**src/rtl/mgmt_pkg.sv**
```systemverilog
package mgmt_pkg;

  localparam int unsigned MGMT_DATA_W   = 16;
  localparam int unsigned MGMT_ADDR_W   = 5;
  localparam int unsigned SUPPRESS_BIT  = 6;

  localparam logic [1:0] OPC_READ  = 2'b10;
  localparam logic [1:0] OPC_WRITE = 2'b01;

  typedef enum logic [2:0] {
    FS_IDLE,
    FS_START,
    FS_OP,
    FS_PHY,
    FS_REG,
    FS_TA,
    FS_DATA
  } frm_state_t;

endpackage

```
**src/rtl/mgmt_preamble.sv**
```systemverilog
module mgmt_preamble #(
  parameter int unsigned PRE_LEN = 32
) (
  input  logic clk,
  input  logic rst_n,
  input  logic clr,
  input  logic bit_in,
  output logic armed
);

  localparam int unsigned CNT_W = $clog2(PRE_LEN);
  localparam logic [CNT_W-1:0] CNT_LAST = CNT_W'(PRE_LEN - 1);

  logic [CNT_W-1:0] cnt_q, cnt_d;
  logic             armed_q, armed_d;

  always_comb begin
    cnt_d   = cnt_q;
    armed_d = armed_q;
    if (clr) begin
      cnt_d   = '0;
      armed_d = 1'b0;
    end else if (!armed_q) begin
      if (bit_in) begin
        if (cnt_q == CNT_LAST) begin
          armed_d = 1'b1;
          cnt_d   = '0;
        end else begin
          cnt_d = cnt_q + CNT_W'(1);
        end
      end else begin
        cnt_d = '0;
      end
    end
  end

  always_ff @(posedge clk or negedge rst_n) begin
    if (!rst_n) begin
      cnt_q   <= '0;
      armed_q <= 1'b0;
    end else begin
      cnt_q   <= cnt_d;
      armed_q <= armed_d;
    end
  end

  assign armed = armed_q;

endmodule

```
**src/rtl/mgmt_frame_rx.sv**
```systemverilog
module mgmt_frame_rx
  import mgmt_pkg::*;
#(
  parameter int unsigned DATA_W = 16,
  parameter int unsigned ADDR_W = 5
) (
  input  logic              clk,
  input  logic              rst_n,
  input  logic              armed,
  input  logic              bit_in,
  input  logic [ADDR_W-1:0] strap,
  input  logic [DATA_W-1:0] rdata,
  output logic [ADDR_W-1:0] reg_addr,
  output logic              wr_en,
  output logic [DATA_W-1:0] wdata,
  output logic              drv_oe,
  output logic              drv_bit,
  output logic              in_idle
);

  localparam int unsigned CNT_W = $clog2(DATA_W);
  localparam logic [CNT_W-1:0] ADDR_LAST = CNT_W'(ADDR_W - 1);
  localparam logic [CNT_W-1:0] DATA_LAST = CNT_W'(DATA_W - 1);

  frm_state_t        state_q, state_d;
  logic [CNT_W-1:0]  cnt_q, cnt_d;
  logic              op_hi_q, op_hi_d;
  logic              is_rd_q, is_rd_d;
  logic              hit_q, hit_d;
  logic              idle1_q, idle1_d;
  logic [ADDR_W-1:0] phy_q, phy_d;
  logic [ADDR_W-1:0] reg_q, reg_d;
  logic [DATA_W-1:0] sh_q, sh_d;
  logic              oe_q, oe_d;
  logic              out_q, out_d;

  always_comb begin
    state_d = state_q;
    cnt_d   = cnt_q;
    op_hi_d = op_hi_q;
    is_rd_d = is_rd_q;
    hit_d   = hit_q;
    idle1_d = idle1_q;
    phy_d   = phy_q;
    reg_d   = reg_q;
    sh_d    = sh_q;
    oe_d    = oe_q;
    out_d   = out_q;
    unique case (state_q)
      FS_IDLE: begin
        idle1_d = bit_in;
        if (armed && idle1_q && !bit_in) begin
          state_d = FS_START;
          idle1_d = 1'b0;
        end
      end
      FS_START: begin
        cnt_d   = '0;
        state_d = bit_in ? FS_OP : FS_IDLE;
      end
      FS_OP: begin
        if (cnt_q == '0) begin
          op_hi_d = bit_in;
          cnt_d   = CNT_W'(1);
        end else begin
          cnt_d = '0;
          if ({op_hi_q, bit_in} == OPC_READ) begin
            is_rd_d = 1'b1;
            state_d = FS_PHY;
          end else if ({op_hi_q, bit_in} == OPC_WRITE) begin
            is_rd_d = 1'b0;
            state_d = FS_PHY;
          end else begin
            state_d = FS_IDLE;
          end
        end
      end
      FS_PHY: begin
        phy_d = {phy_q[ADDR_W-2:0], bit_in};
        if (cnt_q == ADDR_LAST) begin
          cnt_d   = '0;
          state_d = FS_REG;
        end else begin
          cnt_d = cnt_q + CNT_W'(1);
        end
      end
      FS_REG: begin
        reg_d = {reg_q[ADDR_W-2:0], bit_in};
        if (cnt_q == ADDR_LAST) begin
          cnt_d   = '0;
          hit_d   = (phy_q == strap);
          state_d = FS_TA;
        end else begin
          cnt_d = cnt_q + CNT_W'(1);
        end
      end
      FS_TA: begin
        if (cnt_q == '0) begin
          cnt_d = CNT_W'(1);
          if (is_rd_q && hit_q) begin
            oe_d  = 1'b1;
            out_d = 1'b0;
            sh_d  = rdata;
          end
        end else begin
          cnt_d   = '0;
          sh_d    = {sh_q[DATA_W-2:0], bit_in};
          out_d   = oe_q ? sh_q[DATA_W-1] : 1'b0;
          state_d = FS_DATA;
        end
      end
      FS_DATA: begin
        sh_d  = {sh_q[DATA_W-2:0], bit_in};
        out_d = oe_q ? sh_q[DATA_W-1] : 1'b0;
        if (cnt_q == DATA_LAST) begin
          cnt_d   = '0;
          oe_d    = 1'b0;
          out_d   = 1'b0;
          idle1_d = 1'b0;
          state_d = FS_IDLE;
        end else begin
          cnt_d = cnt_q + CNT_W'(1);
        end
      end
      default: state_d = FS_IDLE;
    endcase
  end

  always_ff @(posedge clk or negedge rst_n) begin
    if (!rst_n) begin
      state_q <= FS_IDLE;
      cnt_q   <= '0;
      op_hi_q <= 1'b0;
      is_rd_q <= 1'b0;
      hit_q   <= 1'b0;
      idle1_q <= 1'b0;
      phy_q   <= '0;
      reg_q   <= '0;
      sh_q    <= '0;
      oe_q    <= 1'b0;
      out_q   <= 1'b0;
    end else begin
      state_q <= state_d;
      cnt_q   <= cnt_d;
      op_hi_q <= op_hi_d;
      is_rd_q <= is_rd_d;
      hit_q   <= hit_d;
      idle1_q <= idle1_d;
      phy_q   <= phy_d;
      reg_q   <= reg_d;
      sh_q    <= sh_d;
      oe_q    <= oe_d;
      out_q   <= out_d;
    end
  end

  assign reg_addr = reg_q;
  assign wr_en    = (state_q == FS_DATA) && (cnt_q == DATA_LAST) && !is_rd_q && hit_q;
  assign wdata    = {sh_q[DATA_W-2:0], bit_in};
  assign drv_oe   = oe_q;
  assign drv_bit  = out_q;
  assign in_idle  = (state_q == FS_IDLE);

endmodule

```
**src/rtl/mgmt_regs.sv**
```systemverilog
module mgmt_regs
  import mgmt_pkg::*;
#(
  parameter int unsigned       DATA_W      = 16,
  parameter int unsigned       ADDR_W      = 5,
  parameter int unsigned       N_SCR       = 4,
  parameter int unsigned       SCR_BASE    = 16,
  parameter logic [DATA_W-1:0] STATUS_CAPS = 16'h7809,
  parameter logic [DATA_W-1:0] ID_HI       = 16'h1C2D,
  parameter logic [DATA_W-1:0] ID_LO       = 16'h4E51
) (
  input  logic              clk,
  input  logic              rst_n,
  input  logic              wr_en,
  input  logic [ADDR_W-1:0] addr,
  input  logic [DATA_W-1:0] wdata,
  output logic [DATA_W-1:0] rdata,
  output logic              soft_rst
);

  localparam logic [DATA_W-1:0] STATUS_VAL = STATUS_CAPS | (DATA_W'(1) << SUPPRESS_BIT);
  localparam logic [ADDR_W-1:0] A_CTRL = ADDR_W'(0);
  localparam logic [ADDR_W-1:0] A_STAT = ADDR_W'(1);
  localparam logic [ADDR_W-1:0] A_IDHI = ADDR_W'(2);
  localparam logic [ADDR_W-1:0] A_IDLO = ADDR_W'(3);

  logic [DATA_W-2:0] ctrl_q, ctrl_d;
  logic              ctrl_en;
  logic [DATA_W-1:0] scr_q [N_SCR];

  assign soft_rst = wr_en && (addr == A_CTRL) && wdata[DATA_W-1];
  assign ctrl_en  = wr_en && (addr == A_CTRL);
  assign ctrl_d   = soft_rst ? '0 : wdata[DATA_W-2:0];

  always_ff @(posedge clk or negedge rst_n) begin
    if (!rst_n) begin
      ctrl_q <= '0;
    end else if (ctrl_en) begin
      ctrl_q <= ctrl_d;
    end
  end

  for (genvar g = 0; g < N_SCR; g++) begin : g_scr
    localparam logic [ADDR_W-1:0] SLOT = ADDR_W'(SCR_BASE + g);
    logic en;
    assign en = soft_rst || (wr_en && (addr == SLOT));
    always_ff @(posedge clk or negedge rst_n) begin
      if (!rst_n) begin
        scr_q[g] <= '0;
      end else if (en) begin
        scr_q[g] <= soft_rst ? '0 : wdata;
      end
    end
  end

  always_comb begin
    rdata = '0;
    unique case (addr)
      A_CTRL:  rdata = {1'b0, ctrl_q};
      A_STAT:  rdata = STATUS_VAL;
      A_IDHI:  rdata = ID_HI;
      A_IDLO:  rdata = ID_LO;
      default: rdata = '0;
    endcase
    for (int i = 0; i < N_SCR; i++) begin
      if (addr == ADDR_W'(SCR_BASE + i)) rdata = scr_q[i];
    end
  end

endmodule

```
**src/rtl/mgmt_serial_slave.sv**
```systemverilog
module mgmt_serial_slave
  import mgmt_pkg::*;
#(
  parameter int unsigned            PRE_LEN     = 32,
  parameter int unsigned            N_SCR       = 4,
  parameter int unsigned            SCR_BASE    = 16,
  parameter logic [MGMT_DATA_W-1:0] STATUS_CAPS = 16'h7809,
  parameter logic [MGMT_DATA_W-1:0] ID_HI       = 16'h1C2D,
  parameter logic [MGMT_DATA_W-1:0] ID_LO       = 16'h4E51
) (
  input  logic                   mdc,
  input  logic                   rst_n,
  input  logic [MGMT_ADDR_W-1:0] phy_strap,
  input  logic                   mdio_i,
  output logic                   mdio_o,
  output logic                   mdio_oe
);

  logic [1:0]             rst_pipe;
  logic                   rst_q_n;
  logic                   armed;
  logic                   soft_rst;
  logic                   wr_en;
  logic                   fr_idle;
  logic [MGMT_ADDR_W-1:0] reg_addr;
  logic [MGMT_DATA_W-1:0] wdata;
  logic [MGMT_DATA_W-1:0] rdata;

  always_ff @(posedge mdc or negedge rst_n) begin
    if (!rst_n) begin
      rst_pipe <= 2'b00;
    end else begin
      rst_pipe <= {rst_pipe[0], 1'b1};
    end
  end
  assign rst_q_n = rst_pipe[1];

  mgmt_preamble #(.PRE_LEN(PRE_LEN)) u_pre (
    .clk    (mdc),
    .rst_n  (rst_q_n),
    .clr    (soft_rst),
    .bit_in (mdio_i),
    .armed  (armed)
  );

  mgmt_frame_rx #(.DATA_W(MGMT_DATA_W), .ADDR_W(MGMT_ADDR_W)) u_frm (
    .clk      (mdc),
    .rst_n    (rst_q_n),
    .armed    (armed),
    .bit_in   (mdio_i),
    .strap    (phy_strap),
    .rdata    (rdata),
    .reg_addr (reg_addr),
    .wr_en    (wr_en),
    .wdata    (wdata),
    .drv_oe   (mdio_oe),
    .drv_bit  (mdio_o),
    .in_idle  (fr_idle)
  );

  mgmt_regs #(
    .DATA_W      (MGMT_DATA_W),
    .ADDR_W      (MGMT_ADDR_W),
    .N_SCR       (N_SCR),
    .SCR_BASE    (SCR_BASE),
    .STATUS_CAPS (STATUS_CAPS),
    .ID_HI       (ID_HI),
    .ID_LO       (ID_LO)
  ) u_regs (
    .clk      (mdc),
    .rst_n    (rst_q_n),
    .wr_en    (wr_en),
    .addr     (reg_addr),
    .wdata    (wdata),
    .rdata    (rdata),
    .soft_rst (soft_rst)
  );

endmodule

```
**config.mk**
```make
export PLATFORM = sky130hd
export DESIGN_NAME = mgmt_serial_slave
export DESIGN_NICKNAME = d
export VERILOG_FILES = /design/src/rtl/mgmt_pkg.sv /design/src/rtl/mgmt_preamble.sv /design/src/rtl/mgmt_frame_rx.sv /design/src/rtl/mgmt_regs.sv /design/src/rtl/mgmt_serial_slave.sv
export SDC_FILE = /design/constraint.sdc
export NUM_CORES = 1
export LEC_CHECK = 0
export ABC_AREA = 1
export ABC_CLOCK_PERIOD_IN_PS = 4500
export BUFFER_PORTS_ARGS = -buffer_cell sky130_fd_sc_hd__buf_2
export CAP_MARGIN = 20
export CELL_PAD_IN_SITES_DETAIL_PLACEMENT = 2
export CELL_PAD_IN_SITES_GLOBAL_PLACEMENT = 2
export CORE_AREA = 2 2 129 131
export CTS_CLUSTER_DIAMETER = 100
export DETAILED_ROUTE_END_ITERATION = 6
export DIE_AREA = 0 0 131 133
export PLACE_DENSITY = 0.75
export SLEW_MARGIN = 20
export SYNTH_ARGS = -nofsm -noshare
export SYNTH_HDL_FRONTEND = slang
export SYNTH_SLANG_ARGS = --single-unit
```
**constraint.sdc**
```tcl
create_clock -name mdc -period 4.5 [get_ports mdc]
set_clock_uncertainty 0.15 [all_clocks]
set_input_delay 0.45 -clock mdc [delete_from_list [all_inputs] [get_ports mdc]]
set_output_delay 0.45 -clock mdc [all_outputs]
set_load 0.02 [all_outputs]
```
* Word-level counts from Yosys, hierarchy flattened
Index checks and enable logic that the tools add are counted.
Storage, ports and cells: register bits after elaboration 126, bits of input ports 8, output and inout port bits 2, logic and storage cells 130
Operators by class: add/sub/neg operators 2, eq/ne operators 29, mux-type cells 45, bitwise logic cells 1, reductions and logical operators 34
Operator list (number):
- $mux 16 | 7
- $pmux 15 s4 | 1
- $pmux 16 s2 | 1
- $eq 5x5->1 const B | 5
- $mux 3 | 7
- $pmux 3 s7 | 1
- $mux 5 | 4
- $pmux 4 s4 | 1
- $mux 1 | 15
- $mux 15 | 1
- $logic_and 1x1->1 | 12
- $ne 2x1->1 const B | 6
- $eq 5x2->1 const B | 2
- $eq 3x3->1 const B | 3
- $mux 4 | 2
- $reduce_and 2->1 | 4
- $eq 3x2->1 const B | 2
- $ne 2x2->1 const B | 3
- $pmux 1 s2 | 3
- $reduce_and 6->1 | 1
- $reduce_bool 2->1 | 3
- $add 5x1->5 const B | 1
- $eq 5x1->1 const B | 1
- $eq 5x5->1 | 1
- 18 further kinds | 24

* Longest topological paths before layout
depth in word-level cells 9, depth in mapped cells 11

* Cells and area by module
From an unflattened synthesis, not the netlist that was laid out.
Unflattened totals: cell total of the unflattened synthesis 872, area, all modules 6700.2 um2
By module, submodules not included:
- mgmt_regs | instances 1, cells each 518, area an instance 3963.8 um2, seq. area each 1976.9 um2
- mgmt_frame_rx | instances 1, cells each 310, area an instance 2347.3 um2, seq. area each 975.9 um2
- mgmt_preamble | instances 1, cells each 41, area an instance 335.3 um2, seq. area each 150.1 um2
- mgmt_serial_slave | instances 1, cells each 3, area an instance 53.8 um2, seq. area each 50.0 um2

* Worst setup path after synthesis
OpenSTA, ideal clock, no wires.
path type register to register, from register u_frm.cnt_q[0], to register u_regs.scr_q[10] (netlist bit), arrival time 1.614 ns, data required time 4.229 ns, setup slack 2.615 ns, cell stages (with the launch flop) 12, path buffers 1, period minus slack after synthesis 1.885 ns, path through dfrtp_1 -> ha_1 -> nand3_1 -> nor2_2 -> nand3_4 -> nor2_4 -> nand2_4 -> o21ai_2 -> inv_2 -> buf_6 -> nand2_1 -> o21ai_2
On the way: cells in the longest elaborated chain, start to end 7, elaborated cells on any way between the ends 9, those cells by class eq/ne (1); mux (1); reduce/logical (7)
RTL lines:
- from (decl) | line mgmt_frame_rx.sv:26 | logic [CNT_W-1:0] cnt_q, cnt_d;
- from (signal assigned) | line mgmt_frame_rx.sv:144 | cnt_q <= cnt_d;
- $eq 4x4->1 (*) | line mgmt_frame_rx.sv:158 | assign wr_en = (state_q == FS_DATA) && (cnt_q == DATA_LAST) && !is_rd_q && hit_q;
- $logic_and 1x1->1 (*) (3 in a row) | line mgmt_frame_rx.sv:158
- $logic_and 1x1->1 (2 in a row) | line mgmt_regs.sv:31 | assign soft_rst = wr_en && (addr == A_CTRL) && wdata[DATA_W-1];
- $mux 16 / $logic_or 1x1->1 (equally long branches) | line mgmt_regs.sv:51, mgmt_regs.sv:46
- to (signal, indexed assignment) | line mgmt_regs.sv:51 | scr_q[g] <= soft_rst ? '0 : wdata;
- to (decl) | line mgmt_regs.sv:29 | logic [DATA_W-1:0] scr_q [N_SCR];
Mark *: on every way between the ends. The rest lies on a longest branch, timed or not. A chain may end at the register's enable or synchronous reset.

* Worst setup path after layout
from register u_frm.reg_q[2] (netlist: u_frm.reg_addr[2]), to register u_regs.scr_q[59] (netlist bit)
On the way: cells in the longest elaborated chain, start to end 4, elaborated cells on any way between the ends 7, those cells by class eq/ne (1); mux (1); reduce/logical (5)
RTL lines:
- from (decl) | line mgmt_frame_rx.sv:32 | logic [ADDR_W-1:0] reg_q, reg_d;
- from (signal assigned) | line mgmt_frame_rx.sv:150 | reg_q <= reg_d;
- $logic_not 5->1 | line mgmt_regs.sv:31
- $logic_and 1x1->1 (2 in a row) | line mgmt_regs.sv:31
- $mux 16 / $logic_or 1x1->1 (equally long branches) | line mgmt_regs.sv:51, mgmt_regs.sv:46
Parallel ways exist; a longest one is shown, timed or not.

==> run metrics <==
status complete, no violations; synthesized flop and latch total about 130; initial antenna violation count 0; Worst Hold Path EP u_frm.idle1_q$_DFFE_PN0P_; WP data arrival approximately 3.2 ns; Yosys top cell area share about half; Hold Fails Final Rpt 0; I/O pins 10; clk sinks around 130; Switching Fraction 39.01%; hold path depth 3; deepest clock path buffer count 2; H-tree levels 4; unique cell type count in the Yosys netlist 35; final core occ around 43%; drt first pass iters 4; register share of total power 36.1%; gr usage total between 20% and 30%; Avg WL per Cell roughly 21 um; clock share of power between 30 and 40%; die height between 100 and 150 um; Worst VDD drop around 0.3 mV; final net count 752; ranking of synthesized cells by area dfrtp_1, nand2_1, o21ai_2; gpl congestion a little over 0.8; Lkg Pwr 3.317 nW; Initial DRC Count between 200 and 300; Net Switching around 1.6 mW; max frequency between 300 and 400 MHz; Reg2Reg Depth 7; Post-CTS Setup Repair Bufs 0; vias in the first global route between 6000 and 7000; Synth Area per Inst 8.376 sq um; CP Capture Type flip-flop; share of layout cells above drive strength 1 between 10% and 20%; GRT overflow 0; syn nets around 750; cts bufs inserted 17; via count between 5000 and 6000; antenna-violating nets left 0; Worst setup SP type flip-flop; die area between 15000 and 20000 sq um; Vias/cell 5.368; root buf cell clkbuf_16; Worst-Skew Late Latency ~0.44 ns; Hold Crit Class input port to flip-flop; CTS tree yes; row cnt between 40 and 50; Yosys top cell by area dfrtp_1; Final min period 3.040 ns; Combinational Power Share just under 30%; CP max FO 16; largest net degree at the start of global routing just under 50; die width around 130 um; final-report max-slew violation count 0; Remaining DRCs 0; Area Growth Syn to Fin 12.53%; number of max-cap violations 0; antenna fix cells 0; power density over cell area ~600 nW/um^2; Pint between 2 and 3 mW; Worst-Margin Slew roughly 1.1 ns; first-pass GRT wire length approximately 33 mm; Mapped Area between 6000 and 7000 sq um; Worst EP required roughly 4.6 ns; Post-Route Setup TNS 0 ns; reg-to-reg slack, setup between 1 and 1.5 ns; kind of critical path flip-flop to flip-flop; FF-to-FF End u_regs.scr_q[59]$_DFFE_PN0P_; I/O Buffers 9; Critical R2R Launch u_frm.reg_addr[2]$_DFFE_PN0N_; HPWL after DPL 13.22 mm; min-delay src mdio_i; register area share after synthesis approximately 51%; relative slew slack between 20 and 30%; Starting Density 37.97%; clock slew at reported path FFs 0.06 ns; post-synthesis instance total 733; Routed WL approximately 20 mm; Core Area roughly 16000 sq um; final setup fails 0; final period utilization a little under 70%; YS warnings 0; RSZ-0062 raised after global routing false
[registers in the layout (all words and copies together) (netlist names), 2 cells and up]
name,flops
u_regs.scr_q,64
u_frm.sh_q,16
u_regs.ctrl_q,15
u_frm.phy_q,5
u_frm.reg_addr,5
u_pre.cnt_q,5
u_frm.cnt_q,4
u_frm.state_q,3
rst_pipe,2
[area by class of cell]
class | count | area, sq um
clock inverter | 5 | 77.57
tap | 220 | 275.3
inverter | 55 | 206.4
sequential | 126 | 3157
multi-input combinational | 524 | 2577
fill | 1820 | 9263
clock buffer | 27 | 523.0
timing repair buffer | 15 | 92.59
[power groups by stage]
stage,sequential (mW),clock (mW),combinational [mW]
final,1.50,1.43,1.23
after global routing,1.53,1.50,1.40
after CTS,1.50,1.45,1.25
after detailed placement,1.51,0,1.23
after global placement,1.50,0,1.16
after floorplan,1.45,0,0.843
[synth_stat cells]
cell      instances
dfrtp_1         126
inv_1            48
clkinv_1          2
o21ai_0          60
nand2_1         209
o211ai_1          6
a21oi_1          39
xor2_1            5
nand3_2           1
o21ai_2          37
o21a_1            1
nor3_1            3
or2_2             5
nand3_4           1
o21bai_1          1
a31o_2            1
buf_4             3
a32o_1            1
nor3b_1           1
nor2_2            4
nand3_1          45
o21ai_1          14
nand2_4           1
inv_2             5
xnor2_1           2
a31oi_1           5
conb_1            1
nor2_1           66
nand4_1           6
buf_2             5
nor2_4            2
buf_6            11
o22ai_1           2
clkbuf_1          9
ha_1              5
[metal layers]
layer	vias to the layer above	track usage, %	routed length (um)
met5	-	0	0
met3	41	5.944	701
li1	2407	-	-
met1	2688	30.56	8452
met4	0	8.924	521
met2	82	44.56	10660
[worst max-delay path: stages (launching register included)]
cell and delay (ns):
dfrtp_1 0.39, nor2_1 0.53, nand2_1 0.24, nor2_1 0.14, buf_4 0.23, inv_1 0.27, o21ai_2 0.72, o21ai_0 0.20
[logic make-up (layout without fill, tap and decap cells)]
family / after synthesis / count (layout) / share of synthesized area (%)
compound gates: 167 / 167 / 16.49
xor+xnor: 7 / 7 / 0.9986
fa+ha+maj: 5 / 5 / 1.019
buf+inv: 83 / 102 / 6.705
flops: 126 / 126 / 51.36
other cells: 1 / 1 / 0.06108
simple gates: 344 / 344 / 23.37
[cell usage in the layout, fill, tap and decap left out, drive strengths merged, types with 2 or more instances in the layout]
master	instances
nand2	210
dfrtp	126
o21ai	111
nor2	72
inv	53
nand3	47
a21oi	39
clkbuf	27
buf	14
o211ai	6
nand4	6
xor2	5
or2	5
a31oi	5
ha	5
clkinv	4
nor3	3
o22ai	2
xnor2	2
bufinv	2
[timing repair]
action | in CTS | in global routing
hold buffers | 1 | 0
endpoints found under the hold margin | 2 | 0
gates resized for setup | 0 | 0
[worst max-delay path by stage]
stage	from	endpoint	slack, ns	cells past startpoint
finish	u_frm.reg_addr[2]$_DFFE_PN0N_	u_regs.scr_q[59]$_DFFE_PN0P_	1.46	7
global placement	u_frm.reg_addr[2]$_DFFE_PN0N_	u_regs.scr_q[59]$_DFFE_PN0P_	1.59	7
CTS	u_frm.reg_addr[2]$_DFFE_PN0N_	u_regs.scr_q[59]$_DFFE_PN0P_	1.51	7
floorplan	rst_pipe[1]$_DFF_PN0_	u_frm.cnt_q[0]$_DFFE_PN0P_	0.58	0
detailed placement	u_frm.reg_addr[2]$_DFFE_PN0N_	u_regs.scr_q[50]$_DFFE_PN0P_	1.54	7
global route	u_frm.reg_addr[3]$_DFFE_PN0N_	u_regs.scr_q[49]$_DFFE_PN0P_	1.18	7
[metrics by stage]
| stage | instances | total power, mW | setup slack, ns | hold slack, ns | area [sq um] |
|---|---|---|---|---|---|
| final | 972 | 4.162 | 1.460 | 0.1739 | 6909 |
| after global routing | 972 | 4.435 | 1.182 | 0.1890 | 6909 |
| after CTS | 972 | 4.201 | 1.514 | 0.1595 | 6907 |
| after detailed placement | 939 | 2.744 | 1.539 | 0.09142 | 6296 |
| after global placement | 939 | 2.659 | 1.593 | 0.08443 | 6296 |
| after floorplan | 733 | 2.297 | 0.5797 | 0.004409 | 6140 |
Note: power is estimated with default switching activity, not from simulation.
